`src/rtl/rev_byte_pkg.sv`:
```
// Shared types for the reverse byte channel receiver.
// Assumes: nothing beyond IEEE 1800-2017.
package rev_byte_pkg;
    typedef enum logic [2:0] {
        ST_OFF,     // mode not selected, lines released
        ST_START,   // settling delay after entry
        ST_ASK,     // busy low, waiting for peripheral clock low
        ST_LATCH,   // capture step
        ST_HOLD,    // strobe low, waiting for the three-way join
        ST_DONE     // no more data, idle flag set
    } rbr_state_e;
endpackage

```
`src/rtl/rbr_sync.sv`:
```
// Multi-stage synchronizer for asynchronous active-low control inputs.
// Assumes: inputs are level signals that are held far longer than STAGES clocks;
// resets to all ones (the inactive level of the lines).
module rbr_sync #(
    parameter int WIDTH  = 2,
    parameter int STAGES = 2
) (
    input  logic             clk,
    input  logic             rst_n,
    input  logic [WIDTH-1:0] d,
    output logic [WIDTH-1:0] q
);
    genvar s;
    generate
        for (s = 0; s < STAGES; s++) begin : g_stage
            logic [WIDTH-1:0] q_r;
            if (s == 0) begin : g_first
                // first stage samples the raw inputs
                always_ff @(posedge clk) begin
                    if (!rst_n) q_r <= '1;
                    else        q_r <= d;
                end
            end else begin : g_next
                // later stages follow the previous stage
                always_ff @(posedge clk) begin
                    if (!rst_n) q_r <= '1;
                    else        q_r <= g_stage[s-1].q_r;
                end
            end
        end
    endgenerate

    assign q = g_stage[STAGES-1].q_r;
endmodule

```
`src/rtl/rbr_min_timer.sv`:
```
// Down-counter that measures a minimum number of clocks.
// Assumes: load has priority; done is high whenever the count has reached zero.
module rbr_min_timer #(
    parameter int TMR_W = 16
) (
    input  logic             clk,
    input  logic             rst_n,
    input  logic             load,
    input  logic [TMR_W-1:0] load_val,
    output logic             done
);
    logic [TMR_W-1:0] cnt_q;

    // count down from the loaded value, stop at zero
    always_ff @(posedge clk) begin
        if (!rst_n)            cnt_q <= '0;
        else if (load)         cnt_q <= load_val;
        else if (cnt_q != '0)  cnt_q <= cnt_q - 1'b1;
    end

    assign done = (cnt_q == '0);


    tmr_no_wrap_chk: assert property (@(posedge clk) disable iff (!rst_n)
        (done && !load) |=> done);

    tmr_load_chk: assert property (@(posedge clk) disable iff (!rst_n)
        load |=> (cnt_q == $past(load_val)));
endmodule

```
`src/rtl/rbr_ctrl.sv`:
```
// Handshake sequencer for reverse byte transfer: readiness, capture,
// strobe join and continue/idle decision.
// Assumes: ack_s and avail_s are already synchronized; pdata is stable
// while the peripheral clock is low.
module rbr_ctrl
    import rev_byte_pkg::*;
#(
    parameter int DATA_W = 8
) (
    input  logic              clk,
    input  logic              rst_n,
    input  logic              mode_en,
    input  logic              ack_s,
    input  logic              avail_s,
    input  logic [DATA_W-1:0] data_in,
    input  logic              rd_strobe,
    input  logic              tmr_done,
    output logic              tmr_load,
    output logic              host_busy_n,
    output logic              host_clk_n,
    output logic              dir_force_in,
    output logic [DATA_W-1:0] rx_data,
    output logic              dreq,
    output logic              idle
);
    rbr_state_e state_q;
    logic       join_ok;

    // the timer restarts on mode entry and on every capture
    always_comb begin
        tmr_load = mode_en && ((state_q == ST_OFF) || (state_q == ST_LATCH));
    end

    // the three conditions that end a strobe
    always_comb begin
        join_ok = !dreq && ack_s && tmr_done;
    end

    // main sequencer and line drivers
    always_ff @(posedge clk) begin
        if (!rst_n) begin
            state_q      <= ST_OFF;
            host_busy_n  <= 1'b1;
            host_clk_n   <= 1'b1;
            dir_force_in <= 1'b0;
            rx_data      <= '0;
            idle         <= 1'b0;
        end else if (!mode_en) begin
            state_q      <= ST_OFF;
            host_busy_n  <= 1'b1;
            host_clk_n   <= 1'b1;
            dir_force_in <= 1'b0;
        end else begin
            case (state_q)
                ST_OFF: begin
                    state_q      <= ST_START;
                    dir_force_in <= 1'b1;
                    idle         <= 1'b0;
                end
                ST_START: begin
                    if (tmr_done) begin
                        state_q     <= ST_ASK;
                        host_busy_n <= 1'b0;
                    end
                end
                ST_ASK: begin
                    if (!ack_s) state_q <= ST_LATCH;
                end
                ST_LATCH: begin
                    rx_data     <= data_in;
                    host_busy_n <= 1'b1;
                    host_clk_n  <= 1'b0;
                    state_q     <= ST_HOLD;
                end
                ST_HOLD: begin
                    if (join_ok) begin
                        host_clk_n <= 1'b1;
                        if (!avail_s) begin
                            state_q     <= ST_ASK;
                            host_busy_n <= 1'b0;
                        end else begin
                            state_q <= ST_DONE;
                            idle    <= 1'b1;
                        end
                    end
                end
                ST_DONE: state_q <= ST_DONE;
                default: state_q <= ST_OFF;
            endcase
        end
    end

    // byte-waiting flag: set on capture, cleared by a read
    always_ff @(posedge clk) begin
        if (!rst_n)                              dreq <= 1'b0;
        else if (mode_en && state_q == ST_LATCH) dreq <= 1'b1;
        else if (rd_strobe && dreq)              dreq <= 1'b0;
    end


    busy_clk_excl_chk: assert property (@(posedge clk) disable iff (!rst_n)
        !(!host_busy_n && !host_clk_n));

    dreq_with_strobe_chk: assert property (@(posedge clk) disable iff (!rst_n)
        $rose(dreq) |-> $fell(host_clk_n));

    strobe_min_time_chk: assert property (@(posedge clk) disable iff (!rst_n)
        ($rose(host_clk_n) && $past(mode_en)) |-> $past(tmr_done));

    strobe_after_read_chk: assert property (@(posedge clk) disable iff (!rst_n)
        ($rose(host_clk_n) && $past(mode_en)) |-> !$past(dreq));

    idle_on_strobe_chk: assert property (@(posedge clk) disable iff (!rst_n)
        $rose(idle) |-> $rose(host_clk_n));

    mode_exit_chk: assert property (@(posedge clk) disable iff (!rst_n)
        !mode_en |=> (host_busy_n && host_clk_n && !dir_force_in));
endmodule

```
`src/rtl/rev_byte_rx.sv`:
```
// Top of the reverse byte channel receiver: synchronizer, minimum-time
// timer and handshake sequencer.
// Assumes: ptr_clk_n and data_avail_n are asynchronous; min_cycles is
// changed only while mode_en is low.
module rev_byte_rx #(
    parameter int DATA_W      = 8,
    parameter int TMR_W       = 16,
    parameter int SYNC_STAGES = 2
) (
    input  logic              clk,
    input  logic              rst_n,
    input  logic              mode_en,
    input  logic [TMR_W-1:0]  min_cycles,
    input  logic              ptr_clk_n,
    input  logic              data_avail_n,
    input  logic [DATA_W-1:0] pdata_in,
    input  logic              rd_strobe,
    output logic              host_busy_n,
    output logic              host_clk_n,
    output logic              dir_force_in,
    output logic [DATA_W-1:0] rx_data,
    output logic              dreq,
    output logic              idle
);
    localparam int CTRL_IN_W = 2;

    logic [CTRL_IN_W-1:0] raw_ctrl;
    logic [CTRL_IN_W-1:0] sync_ctrl;
    logic                 tmr_load;
    logic                 tmr_done;

    assign raw_ctrl = {data_avail_n, ptr_clk_n};

    rbr_sync #(.WIDTH(CTRL_IN_W), .STAGES(SYNC_STAGES)) sync_i (
        .clk   (clk),
        .rst_n (rst_n),
        .d     (raw_ctrl),
        .q     (sync_ctrl)
    );

    rbr_min_timer #(.TMR_W(TMR_W)) timer_i (
        .clk      (clk),
        .rst_n    (rst_n),
        .load     (tmr_load),
        .load_val (min_cycles),
        .done     (tmr_done)
    );

    rbr_ctrl #(.DATA_W(DATA_W)) ctrl_i (
        .clk          (clk),
        .rst_n        (rst_n),
        .mode_en      (mode_en),
        .ack_s        (sync_ctrl[0]),
        .avail_s      (sync_ctrl[1]),
        .data_in      (pdata_in),
        .rd_strobe    (rd_strobe),
        .tmr_done     (tmr_done),
        .tmr_load     (tmr_load),
        .host_busy_n  (host_busy_n),
        .host_clk_n   (host_clk_n),
        .dir_force_in (dir_force_in),
        .rx_data      (rx_data),
        .dreq         (dreq),
        .idle         (idle)
    );
endmodule

```
`config.mk`:
```
export PLATFORM = sky130hd
export DESIGN_NAME = rev_byte_rx
export DESIGN_NICKNAME = d
export VERILOG_FILES = /design/src/rtl/rev_byte_pkg.sv /design/src/rtl/rbr_sync.sv /design/src/rtl/rbr_min_timer.sv /design/src/rtl/rbr_ctrl.sv /design/src/rtl/rev_byte_rx.sv
export SDC_FILE = /design/constraint.sdc
export NUM_CORES = 1
export LEC_CHECK = 0
export ABC_AREA = 1
export BUFFER_PORTS_ARGS = -buffer_cell sky130_fd_sc_hd__buf_2
export CAP_MARGIN = 0
export CORE_MARGIN = 4
export CORE_UTILIZATION = 45
export DETAILED_ROUTE_END_ITERATION = 16
export PLACE_DENSITY_LB_ADDON = 0.25
export SETUP_SLACK_MARGIN = 0.3
export SYNTH_ARGS = -nofsm -noshare
export SYNTH_HDL_FRONTEND = slang
export SYNTH_SLANG_ARGS = --single-unit
```
`constraint.sdc`:
```
create_clock -name clk -period 1.7 [get_ports clk]
set_input_delay 0.425 -clock clk [delete_from_list [all_inputs] [get_ports clk]]
set_output_delay 0.425 -clock clk [all_outputs]
set_load 0.02 [all_outputs]
```
==> flow_metrics.tcl, run 1 <==
set metrics [dict create \
    drive_gt1_frac 0.3609 \
    syn_to_final_growth_pct 34.26 \
    reg2reg_setup_slack_ns 0.29 \
    top_level_ports 43 \
    clk_latency_ns 0.29 \
    hold_end "sync_i.g_stage[0].q_r[1]" \
    startpoint_type "register" \
    synthSimpleGateAreaFrac 0.3883 \
    synth_flop_cell "dfxtp_1" \
    dr.pass1.iters 4 \
    rows 22 \
    swShare 0.3834 \
    die-area_sq_um 5168 \
    die_w_microns 71.89 \
    groute.usage.overall 0.1792 \
    cts_made_buffers 5 \
    netlist_instances 273 \
    drtIter0Drc 113 \
    synth_mux_area_frac 0 \
    postCtsHoldBufs 0 \
    pre_cts_ws_ns 0.1576 \
    synth_compound_area_frac 0.09605 \
    start_util 0.4835 \
    worst_slack_ns 0.2872 \
    rsz0062_at_grt "true" \
    drt_wl_total_microns 4520 \
    rr_endpoint "ctrl_i.state_q[1]" \
    ir_drop_uv 525.1 \
    fin_skew_ns 0.002784 \
    syn_area_per_cell_sq_um 6.728 \
    yosys.area_share.adder 0.006812 \
    yosysWarnings 0 \
    yosys-top-cells-count "70 x nand2_1, 58 x nor2_1, 36 x dfxtp_1" \
    register_area_sq_um 734.5 \
    place.gp.congestion 0.9273 \
    h-tree-depth 2 \
    clk_pin_slew_ns 0.07 \
    slew_headroom 0.7962 \
    syn-num-nets 304 \
    post-route-period-util 0.8310 \
    setup_viol 0 \
    hold_start "data_avail_n" \
    synthXorXnorAreaFrac 0.04292 \
    outcome "completed" \
    synth_edf_count 0 \
    min_period_ns 1.413 \
    yosysUniqueCellTypes 29 \
    finalMaxSlewViolations 0 \
    die_y_microns 71.89 \
    cap_violations 0 \
    detailed_place_hpwl_microns 3183 \
    vias_per_cell 5.048 \
    p_leak_nw 1.151 \
    powerDensity_nw_per_um2 1269 \
    worst_pin_slew_ns 0.3052 \
    via_count 1893 \
    clk_path_buf_depth 2 \
    required_ns 1.89 \
    min_path_cells 2 \
    grt_max_degree 26 \
    tns_ns 0 \
    async_flop_share 0 \
    r2r-start "timer_i.cnt_q[0]" \
    synth.most_common_cell "nand2_1" \
    antenna_found_initial 0 \
    overflow 0 \
    synth_top_family_by_area "simple AND/OR/NAND/NOR gates" \
    multi_input_area_sq_um 1144 \
    critical_path_arrival_ns 1.60 \
    cts_tree "done" \
    p_seq_frac 0.360 \
    synth.area.top_cells "dfxtp_1 39%, nand2_1 14%, nor2_1 12%" \
    cp_max_fo 5 \
    wire_per_inst_microns 12.05 \
    nFillCells 316 \
    crit_type "reg2reg" \
    root_buffer "clkbuf_8" \
    grt_pass1_vias 1752 \
    drc 0 \
    ant_nets 0 \
    nNetsFinal 357 \
    grt_pass1_wl_microns 7424 \
    yosysSeqAreaShare 0.3924 \
    num_antenna_cells 0 \
    combPwrFrac 0.400 \
    ff2ff_path_depth 9 \
    synthesis.area_sq_um 1837 \
    p_sw_w 0.001200 \
    portBuffers 42 \
    hold_class "in2reg" \
    ys_seq_elements 36 \
    yosysTopAreaCellShare 0.3924 \
    power.internal_w 0.001929 \
    clkPwrFrac 0.239 \
    yosysTopAreaCell "dfxtp_1" \
    hold_viol_final 0 \
    cts.sinks 36 \
    core_sq_um 3799 \
    max_freq_ghz 0.7078 \
    critical_path.endpoint_type "register" \
]
[critical path: stages, from the launching register on]
cell     delay (ns)
dfxtp_2        0.33
inv_2          0.10
ha_4           0.18
nand2_4        0.06
nor2_4         0.16
nand3_4        0.11
nand2_4        0.11
nand3_4        0.09
o21ai_1        0.12
inv_1          0.04
[layout by cell type, fill, tap and decap left out, types with 3 or more instances in the layout]
cell type and instances:
nor2_2 8, nand3_2 4, xor2_1 7, o211ai_1 3
nor3_1 3, o21ai_0 3, buf_4 6, inv_1 16
nand3_1 15, nand3_4 3, dfxtp_2 5, nor2_1 45
nor2_4 7, or2_2 5, buf_2 42, clkbuf_8 5
o21ai_1 4, nand2_4 5, nand2_1 60, nand2_2 8
a21oi_1 15, dfxtp_1 29, inv_2 6
[final cells by class]
class                           count  area share
Clock buffer                        5     0.02790
Clock inverter                      3     0.01725
Inverter                           25     0.04008
Multi-Input combinational cell    206      0.4637
Sequential cell                    36      0.2978
Tap cell                           48     0.02435
Timing Repair Buffer               52      0.1289
[how the worst max path moves through the flow]
stage	start	end	cells after the start	slack, ns
2_1_floorplan	timer_i.cnt_q[0]	ctrl_i.state_q[1]	9	0.33
3_3_place_gp	timer_i.cnt_q[0]	timer_i.cnt_q[10]	10	0.20
3_5_place_dp	timer_i.cnt_q[0]	ctrl_i.state_q[1]	9	0.16
4_1_cts	timer_i.cnt_q[4]	ctrl_i.state_q[1]	8	0.31
5_1_grt	timer_i.cnt_q[0]	ctrl_i.state_q[0]	10	0.20
6_report	timer_i.cnt_q[0]	ctrl_i.state_q[1]	9	0.29
[timing repair]
item,4_1_cts,5_1_grt
gates resized for setup,18,41
buffers inserted,1,3
setup endpoints to repair,19,20
pin swaps,4,19
[power groups by stage]
stage          registers, W  logic, W  clock network, W
3_3_place_gp        0.00110  0.000980                 0
4_1_cts             0.00109   0.00108          0.000772
3_5_place_dp        0.00110  0.000990                 0
6_report            0.00113   0.00125          0.000749
5_1_grt             0.00114   0.00141          0.000800
2_1_floorplan       0.00108  0.000793                 0
[cells by family after synthesis]
family,Yosys count
simple gates,166
flops,36
buf+inv,31
compound gates,30
xor+xnor,9
fa+ha+maj,1
[stage by stage]
step,instances,power (W),cell area (sq um),utilization,hold WS [ns]
after global placement,363,0.002079,2138,0.5629,0.3966
after global routing,375,0.003352,2466,0.6492,0.3080
after CTS,372,0.002945,2316,0.6097,0.3040
final,375,0.003129,2466,0.6492,0.3136
after detailed placement,363,0.002090,2138,0.5629,0.3977
after floorplan,273,0.001873,1839,-,0.3925
[flip-flops by register name, summed over array words and instances, names as in the netlist]
| register | flops |
|---|---|
| ctrl_i.host_clk_n | 1 |
| timer_i.cnt_q | 16 |
| sync_i.g_stage.q_r | 2 |
| ctrl_i.rx_data | 8 |
| ctrl_i.dreq | 1 |
| ctrl_i.idle | 1 |
| sync_i.q | 2 |
| ctrl_i.host_busy_n | 1 |
| ctrl_i.dir_force_in | 1 |
| ctrl_i.state_q | 3 |
[routing by layer]
layer | vias to the layer above | part of all wire | track usage
met5 | - | 0 | 0
met4 | 0 | 0.019 | 0.07307
met3 | 9 | 0.058 | 0.04848
met2 | 49 | 0.46 | 0.2796
met1 | 865 | 0.46 | 0.2340
li1 | 970 | - | -
Note: power is estimated with default switching activity, not from simulation.
==> run 2: changes to the inputs <==
==> constraint.sdc (replaced) <==
create_clock -name clk -period 1.25 [get_ports clk]
set_input_delay 0.3125 -clock clk [delete_from_list [all_inputs] [get_ports clk]]
set_output_delay 0.3125 -clock clk [all_outputs]
set_load 0.02 [all_outputs]
==> run 2 against run 1 <==
The run now ends with negative setup slack left. Count of clock-buffer cells in the layout is the same. Wire length increased by 31%. Sequential power up 30%. Clock skew rose by 0.0074 ns. Non-clock buffer count is 46 higher. Critical path depth rose by 1. Worst hold slack got worse by 0.11 ns. Critical endpoint unchanged. Largest cell class unchanged.
==> flow_metrics.tcl, run 2 (same netlist as run 1, synthesis figures left out) <==
set metrics [dict create \
    fin_util 0.7836 \
    cpMostUsedCell "nand2_4" \
    detailed_place_hpwl_microns 3523 \
    clk_pin_slew_ns 0.09 \
    post-route-period-util 1.137 \
    nNetsFinal 403 \
    final_common_cell "nand2_1" \
    rsz0062_at_grt "true" \
    root_buffer "clkbuf_8" \
    die_w_microns 71.89 \
    outcome "complete, but fails checks" \
    dp_cells 402 \
    place_area_sq_um 2471 \
    worst_pin_slew_ns 0.4225 \
    r2r-start "timer_i.cnt_q[0]" \
    final_area_sq_um 2977 \
    met1Wirelength_microns 2454 \
    slowest_delay_ns 0.34 \
    drc 0 \
    slew_headroom 0.7180 \
    max_flop_register "timer_i.cnt_q" \
    worst_slack_ns -0.1712 \
    critical_path_arrival_ns 1.67 \
    ant_nets 0 \
    die_y_microns 71.89 \
    cts.sinks 36 \
    vias_per_cell 5.088 \
    slowest_stage "dfxtp_2" \
    drive_gt1_frac 0.5040 \
    routed.top_layer "met4" \
    start_util 0.4835 \
    hold_class "in2reg" \
    setup_viol 22 \
    route.met2.wl_microns 3030 \
    fin_cells 421 \
    place.gp.congestion 0.9449 \
    cp_max_fo 5 \
    cts_tree "done" \
    portBuffers 42 \
    drtIter0Drc 116 \
    grt_pass1_vias 1954 \
    drt_wl_total_microns 5917 \
    p_leak_nw 1.417 \
    tns_ns -2.845 \
    required_ns 1.50 \
    finalMaxSlewViolations 0 \
    hold_viol_final 0 \
    largest_register_ffs 16 \
    critical_path.endpoint_type "register" \
    reg_top3 "timer_i.cnt_q x16, ctrl_i.rx_data x8, ctrl_i.state_q x3" \
    mostFrequentLayoutCells "59 x nand2_1, 46 x buf_4, 43 x nor2_1" \
    powerDensity_nw_per_um2 1667 \
    cap_violations 0 \
    dr.pass1.iters 4 \
    via_count 2142 \
    rows 22 \
    overflow 0 \
    min_period_ns 1.421 \
    dr_wl_met3_microns 314 \
    startpoint "timer_i.cnt_q[0]" \
    die-area_sq_um 5168 \
    clk_latency_ns 0.30 \
    startpoint_type "register" \
    antenna_found_initial 0 \
    ir_drop_uv 1003 \
    fin_skew_ns 0.01014 \
    core_sq_um 3799 \
    hold_start "ptr_clk_n" \
    grt_pass1_wl_microns 8680 \
    num_antenna_cells 0 \
    syn_to_final_growth_pct 62.06 \
    wire_per_inst_microns 14.05 \
    crit_type "reg2reg" \
    power_w 0.004961 \
    grt_max_degree 15 \
    violations "negative setup slack" \
    worstPathCellList "inv_4 -> ha_4 -> nand2_4 -> nor2_4 -> nand3_2 -> nand2_4 -> nand2_1 -> nor2_1 -> o21ai_2 -> inv_1" \
    h-tree-depth 2 \
    cts_made_buffers 5 \
    top_level_ports 43 \
    groute.usage.overall 0.2121 \
    clk_path_buf_depth 2 \
    max_freq_ghz 0.7036 \
]
## run 2: path summary, 6_finish.rpt
kind	to	slack, ns	cells past startpoint
setup / recovery	ctrl_i.state_q[1]	-0.17	10
hold / removal	sync_i.g_stage[0].q_r[0]	0.20	2
setup reg to reg	ctrl_i.state_q[1]	-0.17	10
hold reg to reg	sync_i.q[1]	0.42	1
## run 2: worst max-delay path: cells and delay by family (launching register included)
| family | cells | cell delay (ns) |
|---|---|---|
| adder cells (fa/ha/maj) | 1 | 0.16 |
| AND/OR/NAND/NOR | 6 | 0.67 |
| AO/OA/AOI/OAI | 1 | 0.07 |
| buffers and inverters | 2 | 0.13 |
| flip-flops | 1 | 0.34 |
## run 2: routing by layer
metal	up-vias	track usage
met1	996	0.2500
met3	18	0.04017
met5	-	0
met2	65	0.3837
li1	1063	-
met4	0	0.07098
## run 2: cell type report
type / instances / area, sq um
Multi-Input combinational cell: 206 / 1194
Fill cell: 247 / 822.0
Timing Repair Buffer: 98 / 753.2
Sequential cell: 36 / 748.2
Inverter: 25 / 110.1
Clock buffer: 5 / 68.82
Tap cell: 48 / 60.06
Clock inverter: 3 / 42.54
## run 2: power by group
group          internal, W  total, W  switching (W)
Combinational      0.00115   0.00243        0.00129
Clock             0.000591   0.00105       0.000464
Sequential         0.00132   0.00147       0.000148
Total              0.00306   0.00496        0.00190
## run 2: stage by stage
step | worst slack, ns | hold slack [ns]
4_1_cts | -0.1205 | 0.1912
6_report | -0.1712 | 0.2047
5_1_grt | -0.2371 | 0.1996
3_5_place_dp | -0.1588 | 0.4019
3_3_place_gp | -0.1227 | 0.3981
2_1_floorplan | -0.03859 | 0.3925
## run 2: timing repair
| item | CTS | global route |
|---|---|---|
| endpoints found under the hold margin | 0 | 0 |
| pin swaps | 12 | 11 |
| setup endpoints to repair | 44 | 44 |
| gates resized for setup | 67 | 40 |
| buffers inserted | 5 | 6 |
| hold buffers | 0 | 0 |
==> run 3: changes to the inputs <==
--- a/config.mk
+++ b/config.mk
@@ -13,6 +13,7 @@
 export DETAILED_ROUTE_END_ITERATION = 16
 export PLACE_DENSITY_LB_ADDON = 0.25
 export SETUP_SLACK_MARGIN = 0.3
+export SKIP_CTS_REPAIR_TIMING = 1
 export SYNTH_ARGS = -nofsm -noshare
 export SYNTH_HDL_FRONTEND = slang
 export SYNTH_SLANG_ARGS = --single-unit
==> run 3 against run 2 <==
The flow still finishes with violations (negative setup slack). Highest routed layer unchanged. Count of clock-buffer cells in the layout is the same. Largest power group unchanged. Utilization fell by 2.7 points. Wire length shrank 8.6%. Setup slack lost 0.0015 ns. First-iteration DRC count is 24% higher.
==> flow_metrics.tcl, run 3 (same netlist as run 1, synthesis figures left out) <==
set metrics [dict create \
    outcome "complete, but fails checks" \
    violations "negative setup slack" \
    worst_pin_slew_ns 0.4088 \
    required_ns 1.43 \
    groute.usage.overall 0.1808 \
    drt_wl_total_microns 5411 \
    rows 22 \
    power_w 0.004702 \
    hold_start "ptr_clk_n" \
    max_freq_ghz 0.7029 \
    p_leak_nw 1.375 \
    finalMaxSlewViolations 0 \
    place_area_sq_um 2471 \
    slew_headroom 0.7272 \
    clk_pin_slew_ns 0.07 \
    rsz0062_at_grt "true" \
    overflow 0 \
    antenna_found_initial 0 \
    cp_max_fo 8 \
    min_period_ns 1.423 \
    reg2reg_setup_slack_ns -0.17 \
    fin_cells 417 \
    power.internal_w 0.002933 \
    reg_top3 "timer_i.cnt_q x16, ctrl_i.rx_data x8, ctrl_i.state_q x3" \
    die-area_sq_um 5168 \
    p_sw_w 0.001769 \
    ir_drop_uv 1045 \
    drive_gt1_frac 0.4499 \
    hold_viol_final 0 \
    detailed_place_hpwl_microns 3523 \
    clkPwrFrac 0.222 \
    hold_end "sync_i.g_stage[0].q_r[0]" \
    combPwrFrac 0.471 \
    crit_type "reg2reg" \
    swShare 0.3763 \
    fin_skew_ns 0.005195 \
    dp_cells 402 \
    critical_path_arrival_ns 1.60 \
    setup_viol 22 \
    hold_class "in2reg" \
    ff2ff_path_depth 8 \
    cts_made_buffers 5 \
    root_buffer "clkbuf_8" \
    post-route-period-util 1.138 \
    grt_pass1_vias 1763 \
    min_path_cells 2 \
    cts.sinks 36 \
    startpoint_type "register" \
    place.gp.congestion 0.9449 \
    syn_to_final_growth_pct 56.40 \
    final_area_sq_um 2873 \
    grt_max_degree 15 \
    via_count 2068 \
    wire_per_inst_microns 12.98 \
    h-tree-depth 2 \
    dr.pass1.iters 4 \
    mostFrequentLayoutCells "63 x nand2_1, 48 x nor2_1, 47 x buf_4" \
    clk_path_buf_depth 2 \
    cap_violations 0 \
    die_w_microns 71.89 \
    worst_slack_ns -0.1727 \
    num_antenna_cells 0 \
    nNetsFinal 399 \
    pre_cts_ws_ns -0.1588 \
    largest_register_ffs 16 \
    top_level_ports 43 \
    grt_pass1_wl_microns 7438 \
    p_seq_frac 0.307 \
    vias_per_cell 4.959 \
    ant_nets 0 \
    max_flop_register "timer_i.cnt_q" \
    start_util 0.4835 \
    r2r-start "timer_i.cnt_q[0]" \
    final_common_cell "nand2_1" \
    drc 0 \
    portBuffers 42 \
    die_y_microns 71.89 \
    cts_tree "done" \
    powerDensity_nw_per_um2 1637 \
    rr_endpoint "timer_i.cnt_q[1]" \
    core_sq_um 3799 \
    drtIter0Drc 144 \
    clk_latency_ns 0.29 \
    critical_path.endpoint_type "register" \
    nFillCells 279 \
]
run 3: worst max-delay path by stage:
stage               slack (ns)  depth (start not counted)                end               from
floorplan                -0.04                          8   timer_i.cnt_q[0]  ctrl_i.state_q[0]
global placement         -0.12                          7   timer_i.cnt_q[1]   timer_i.cnt_q[6]
global route             -0.29                         10  ctrl_i.state_q[0]   timer_i.cnt_q[0]
finish                   -0.17                          8   timer_i.cnt_q[1]   timer_i.cnt_q[0]
CTS                      -0.16                          8  ctrl_i.state_q[1]   timer_i.cnt_q[6]
detailed placement       -0.16                          8  ctrl_i.state_q[1]   timer_i.cnt_q[6]
run 3: layout make-up:
class / instances / area, sq um / share of cell area
clock inverter: 3 / 42.54 / 0.01481
timing repair buffer: 93 / 696.9 / 0.2426
tap: 48 / 60.06 / 0.02091
clock buffer: 5 / 68.82 / 0.02395
sequential: 36 / 742.0 / 0.2583
inverter: 25 / 108.9 / 0.03789
multi-input combinational: 207 / 1154 / 0.4016
run 3: critical path: stages, from the launching register on:
cell      delay, ns
dfxtp_1        0.33
inv_2          0.08
ha_4           0.15
nand2_4        0.07
nor2_4         0.18
nand3_4        0.18
buf_4          0.19
o211ai_2       0.06
a21oi_2        0.07
run 3: metrics by stage:
| stage | util | setup TNS [ns] | hold WS (ns) |
|---|---|---|---|
| after floorplan | - | -0.1500 | 0.3925 |
| after global placement | 0.6505 | -1.476 | 0.3981 |
| after detailed placement | 0.6505 | -2.171 | 0.4019 |
| after CTS | 0.6798 | -2.449 | 0.1912 |
| after global routing | 0.7563 | -4.492 | 0.1989 |
| final | 0.7563 | -2.408 | 0.2067 |
run 3: routing by layer:
metal / track usage / vias to the layer above / wire [microns]
met3: 0.04155 / 5 / 255
met1: 0.2289 / 953 / 2362
met4: 0.05637 / 0 / 42
met5: 0 / - / 0
li1: - / 1066 / -
met2: 0.3051 / 44 / 2750
run 3: power by group through the flow:
stage | clock network, W | logic [W] | registers (W)
2_1_floorplan | 0 | 0.00117 | 0.00148
3_3_place_gp | 0 | 0.00186 | 0.00145
3_5_place_dp | 0 | 0.00189 | 0.00145
4_1_cts | 0.00107 | 0.00193 | 0.00143
5_1_grt | 0.00110 | 0.00244 | 0.00146
6_report | 0.00104 | 0.00221 | 0.00145
